[src/rtl/ras_pkg.sv]
package ras_pkg;

    localparam int RAS_PC_W  = 16;
    localparam int RAS_PTR_W = 8;

    typedef enum logic [1:0] {
        RAS_HOLD = 2'd0,
        RAS_PUSH = 2'd1,
        RAS_POP  = 2'd2
    } ras_op_e;

    // Strobe decode; push wins if the contract of exclusive strobes is broken.
    function automatic ras_op_e ras_decode(input logic call_s, input logic ret_s);
        if (call_s)      return RAS_PUSH;
        else if (ret_s)  return RAS_POP;
        else             return RAS_HOLD;
    endfunction

endpackage

[src/rtl/ras_cmd.sv]
module ras_cmd
    import ras_pkg::*;
#(
    parameter int PC_W = RAS_PC_W
) (
    input  logic            call_i,
    input  logic            ret_i,
    input  logic [PC_W-1:0] pc_i,
    output ras_op_e         op_o,
    output logic            wr_en_o,
    output logic [PC_W-1:0] wr_data_o
);

    localparam logic [PC_W-1:0] ONE = {{(PC_W-1){1'b0}}, 1'b1};

    always_comb begin
        op_o      = ras_decode(call_i, ret_i);
        wr_en_o   = (op_o == RAS_PUSH);
        wr_data_o = pc_i + ONE;   // address of the instruction after the call
    end

endmodule

[src/rtl/ras_ptr.sv]
module ras_ptr
    import ras_pkg::*;
#(
    parameter int PTR_W = RAS_PTR_W
) (
    input  logic             clk,
    input  logic             rst,
    input  ras_op_e          op_i,
    output logic [PTR_W-1:0] sp_o,
    output logic [PTR_W-1:0] top_o
);

    localparam logic [PTR_W-1:0] ONE = {{(PTR_W-1){1'b0}}, 1'b1};

    logic [PTR_W-1:0] sp_q;
    logic [PTR_W-1:0] sp_d;

    always_comb begin
        unique case (op_i)
            RAS_PUSH: sp_d = sp_q + ONE;
            RAS_POP:  sp_d = sp_q - ONE;
            default:  sp_d = sp_q;
        endcase
    end

    always_ff @(posedge clk) begin
        if (rst) sp_q <= '0;
        else     sp_q <= sp_d;
    end

    assign sp_o  = sp_q;
    assign top_o = sp_q - ONE;

endmodule

[src/rtl/ras_store.sv]
module ras_store #(
    parameter int PTR_W  = 8,
    parameter int DATA_W = 16
) (
    input  logic              clk,
    input  logic              we_i,
    input  logic [PTR_W-1:0]  waddr_i,
    input  logic [DATA_W-1:0] wdata_i,
    input  logic [PTR_W-1:0]  raddr_i,
    output logic [DATA_W-1:0] rdata_o
);

    localparam int DEPTH = 1 << PTR_W;

    logic [DATA_W-1:0] mem [DEPTH];

    always_ff @(posedge clk) begin
        if (we_i) mem[waddr_i] <= wdata_i;
    end

    assign rdata_o = mem[raddr_i];

endmodule

[src/rtl/ras_stack.sv]
module ras_stack
    import ras_pkg::*;
#(
    parameter int PC_W  = RAS_PC_W,
    parameter int PTR_W = RAS_PTR_W
) (
    input  logic            clk,
    input  logic            rst,
    input  logic            call_i,
    input  logic            ret_i,
    input  logic [PC_W-1:0] pc_i,
    output logic [PC_W-1:0] ret_addr_o
);

    ras_op_e          op;
    logic             wr_en;
    logic [PC_W-1:0]  wr_data;
    logic [PTR_W-1:0] sp_q;
    logic [PTR_W-1:0] top_idx;

    ras_cmd #(.PC_W(PC_W)) u_cmd (
        .call_i   (call_i),
        .ret_i    (ret_i),
        .pc_i     (pc_i),
        .op_o     (op),
        .wr_en_o  (wr_en),
        .wr_data_o(wr_data)
    );

    ras_ptr #(.PTR_W(PTR_W)) u_ptr (
        .clk  (clk),
        .rst  (rst),
        .op_i (op),
        .sp_o (sp_q),
        .top_o(top_idx)
    );

    ras_store #(.PTR_W(PTR_W), .DATA_W(PC_W)) u_store (
        .clk    (clk),
        .we_i   (wr_en),
        .waddr_i(sp_q),
        .wdata_i(wr_data),
        .raddr_i(top_idx),
        .rdata_o(ret_addr_o)
    );

endmodule

[config.mk]
export PLATFORM = sky130hd
export DESIGN_NAME = ras_stack
export DESIGN_NICKNAME = d
export VERILOG_FILES = /design/src/rtl/ras_pkg.sv /design/src/rtl/ras_cmd.sv /design/src/rtl/ras_ptr.sv /design/src/rtl/ras_store.sv /design/src/rtl/ras_stack.sv
export SDC_FILE = /design/constraint.sdc
export NUM_CORES = 2
export LEC_CHECK = 0
export BUFFER_PORTS_ARGS = -buffer_cell sky130_fd_sc_hd__clkbuf_2
export CORE_MARGIN = 4
export CORE_UTILIZATION = 50
export DETAILED_ROUTE_END_ITERATION = 7
export HOLD_SLACK_MARGIN = 0.15
export PLACE_DENSITY = 0.76
export SETUP_SLACK_MARGIN = 0.5
export SLEW_MARGIN = 20
export SYNTH_ARGS = -nofsm -noshare
export SYNTH_HDL_FRONTEND = slang
export SYNTH_SLANG_ARGS = --single-unit
[constraint.sdc]
create_clock -name clk -period 10 [get_ports clk]
set_clock_uncertainty 0.1 [all_clocks]
set_input_delay 1 -clock clk [delete_from_list [all_inputs] [get_ports clk]]
set_output_delay 1 -clock clk [all_outputs]
set_load 0.02 [all_outputs]
==> results.rst <==
.. list-table::
   :header-rows: 1

   * - Metric
     - Value
   * - Run status
     - finished, final reports clean
   * - Count of buffers added by post-CTS timing repair for setup
     - 0
   * - Critical path start-end classification
     - flip-flop to primary output
   * - Mapped Area
     - between 150000 and 200000 sq um
   * - GRT Total Usage
     - about a quarter
   * - WL final
     - between 400000 and 500000 microns
   * - Netlist cell types
     - 48
   * - Number of violations reported at the end of detailed-routing iteration 0
     - approximately 12000
   * - Arr. time, crit path
     - around 7.2 ns
   * - Detail-routed via count per cell
     - 6.67
   * - Port Buf Inserts
     - 35
   * - Kind of path behind the tightest hold check
     - primary input to flip-flop
   * - Seq. cell area
     - about 120000 sq um
   * - Summed area of non-filler cells in the final layout
     - 176000 sq um
   * - Slew Viols, Final
     - 0
   * - Hold path startpoint
     - rst
   * - Final layout net count
     - a little over 7000
   * - Count of vias placed by the detailed router
     - around 78000
   * - CTS clk-pin slew, worst paths
     - around 0.07 ns
   * - Worst setup slack before clock tree synthesis
     - around 2.7 ns
   * - Antenna-violating nets left
     - 0
   * - Core outline area
     - 310000 sq um
   * - Fraction of the mapped netlist area in compound gates
     - 3.52%
   * - Remaining DRCs
     - 0
   * - Maximum level of the CTS H-tree
     - 5
   * - Fillcell total
     - ~21000
   * - Worst R2R Setup Slack
     - between 4 and 5 ns
   * - Area taken by multi-input logic gates
     - 31400 sq um
   * - DP HPWL
     - roughly 220000 microns
   * - First drt pass iteration count
     - 6
   * - Worst setup margin
     - 1.72 ns
   * - Fraction of synthesized cell area in xor and xnor cells
     - 0.124%
   * - Cell leakage power
     - roughly 54 nW
   * - Area growth, synth to finish
     - 13.0%
   * - Cell Area, Placed
     - between 150000 and 200000 sq um
   * - Worst-Margin Slew
     - between 1 and 1.5 ns
   * - Syn avg cell area
     - approximately 23 sq um
   * - Worst skew pair latency
     - 0.94 ns
   * - Die height
     - around 570 microns
   * - Multiplexer fraction of the synthesized cell area
     - 14.8%
   * - Main combinational cell family by area after synthesis
     - multiplexers
   * - Initial antenna violation count
     - 13
   * - Clock Root Buffer
     - clkbuf_16
   * - Setup repair after global routing missed its margin
     - false
   * - Effective utilization at floorplan
     - between 50% and 60%
   * - Worst setup path start
     - u_ptr.sp_o[0]
   * - Sink Count
     - slightly above 4000
   * - RePlAce Congestion
     - between 0.8 and 0.9
   * - Placed Cells
     - 10900
   * - Via count of the first global-routing pass
     - between 70000 and 80000
   * - Setup-violating endpoint count in the final report
     - 0
   * - Wire length of the first global-routing pass
     - approximately 580000 microns
   * - Maximum fanout encountered on the critical timing path
     - 46
   * - Share of the yosys chip area belonging to registers
     - 79.0%
   * - Clock tree from TritonCTS
     - done
   * - Total design power
     - a little under 40 mW
   * - Clock period minus worst slack
     - between 8 and 9 ns
   * - VDD IR-drop max
     - between 200 and 300 uV
   * - Share of post-route cells with drive strength above 1
     - between 20 and 30%
   * - Core occupancy in the finished layout
     - 56.9%
   * - Cell Rows
     - 204
   * - Cell Pwr Density
     - between 200 and 250 nW/um^2
   * - Required time at the endpoint of the critical path
     - about 9 ns
   * - Hold Buf Count CTS
     - 0
   * - Adder and majority cell fraction of the synthesized area
     - less than 1%
   * - Flops & latches, synth
     - about 4000
   * - Nature of the critical path endpoint
     - primary output
   * - Ys async rst share
     - 0%
   * - Remaining global-route overflow
     - 0
   * - Die Area
     - 321000 sq um
   * - Main flop type after synthesis
     - edfxtp_1
   * - Pin count of the biggest net entering global routing
     - ~220
   * - Post-Syn Instances
     - 6831
   * - Number of synthesized flops with an enable pin
     - just over 4000
   * - Final Hold Vio Count
     - 0
   * - Worst setup SP type
     - flip-flop
   * - Simple logic cell fraction of the synthesized area
     - between 1 and 1.5%
   * - Worst slew margin
     - 9.87%
   * - CTS max path bufs
     - 4
   * - Non-filler instance count after layout
     - roughly 12000
   * - Critical R2R Launch
     - u_ptr.sp_o[0]
   * - Wire length per cell
     - approximately 34 microns
   * - Total clock buffers created by CTS
     - 398
   * - Die X
     - 566 microns
   * - Number of nets produced by synthesis
     - around 7000
   * - Highest Clock Rate
     - approximately 120 MHz
   * - Number of warning messages in the yosys log
     - 0
   * - Number of violations of the max-capacitance limit
     - 0
   * - Top-level I/O count
     - 36
   * - Number of gates given a new drive strength after cts
     - 0
   * - Final worst path period share
     - between 80 and 90%
==> Yosys cell counts, types with 8 or more instances <==
cell type,n,area share (%)
mux4_2,1024,15
dfxtp_1,8,0.10
nor4_1,32,0.13
xnor2_1,15,0.084
edfxtp_1,4096,79
a21oi_1,227,0.73
or2_2,8,0.032
nand2_1,58,0.14
nor2_1,263,0.63
a22oi_1,513,2.5
buf_1,29,0.070
clkbuf_1,229,0.55
buf_4,16,0.077
and3_1,18,0.072
a2111oi_0,23,0.13
nand3_1,29,0.093
nand4_1,20,0.080
buf_2,130,0.42
a2111oi_2,9,0.087
==> placed cells by master (no fill, tap or decap), types with 35 or more instances in the layout <==
cell	synthesis	final
buf_4	16	335
clkinv_1	0	97
mux4_2	1024	1024
nand2_1	58	58
clkinv_2	0	76
a22oi_1	513	513
nor2_1	263	234
clkbuf_2	4	35
buf_12	0	37
clkbuf_16	0	401
edfxtp_1	4096	4096
clkbuf_1	229	70
a21oi_1	227	227
bufinv_16	0	41
==> power breakdown <==
part           total, mW  internal, mW  switching [mW]
clock               14.8          8.44            6.40
sequential          19.1          19.0          0.0399
combinational       4.78          1.68            3.10
==> final cells by class <==
class	count	area share (%)
multi-input combinational	2306	17.9
sequential	4104	69.9
timing repair buffer	413	2.00
antenna	12	0.0170
tap	4120	2.93
inverter	7	0.0192
clock buffer	471	5.85
clock inverter	256	1.42
==> per-layer routing <==
metal / part of all wire (%) / vias to the layer above / global-route usage, %
li1: - / 30100 / -
met1: 34 / 41000 / 32.7
met2: 48 / 5851 / 38.8
met3: 12 / 960 / 5.65
met4: 5.7 / 6 / 12.5
met5: 0.010 / - / 0
==> stage by stage <==
step / TNS (ns) / hold WS (ns)
after floorplan: -190.95 / 0.511
after global placement: 0 / 0.589
after detailed placement: 0 / 0.617
after CTS: 0 / 0.231
after global routing: 0 / 0.284
final: 0 / 0.289
==> cells by family (layout without fill, tap and decap cells) <==
logic type | count (synthesis) | after routing
flops | 4104 | 4104
mux | 1024 | 1024
xor+xnor | 22 | 22
compound gates | 794 | 794
other cells | 0 | 12
buf+inv | 421 | 1147
fa+ha+maj | 5 | 5
simple gates | 461 | 461
==> sequential cells by signal, indices dropped and copies added, names as in the netlist <==
register     flops
u_ptr.sp_o       8
u_store.mem   4096
==> critical path, cell delays in order, from the launching register on <==
cell and delay [ns]:
dfxtp_4 1.04, inv_1 0.30, ha_4 1.00, buf_12 0.34
buf_12 0.27, buf_4 0.41, mux4_2 0.36, a22oi_1 0.38
a21oi_1 0.35, nor4_1 0.75, nand4_1 0.57, clkbuf_2 0.32
==> path summary, 6_finish.rpt <==
kind                                      endpoint  depth (start not counted)
worst max-delay path                ret_addr_o[14]                         11
worst min-delay path                 u_ptr.sp_o[0]                          2
worst max register to register  u_store.mem[83][2]                          6
worst min register to register       u_ptr.sp_o[5]                          2
Note: power is estimated with default switching activity, not from simulation.
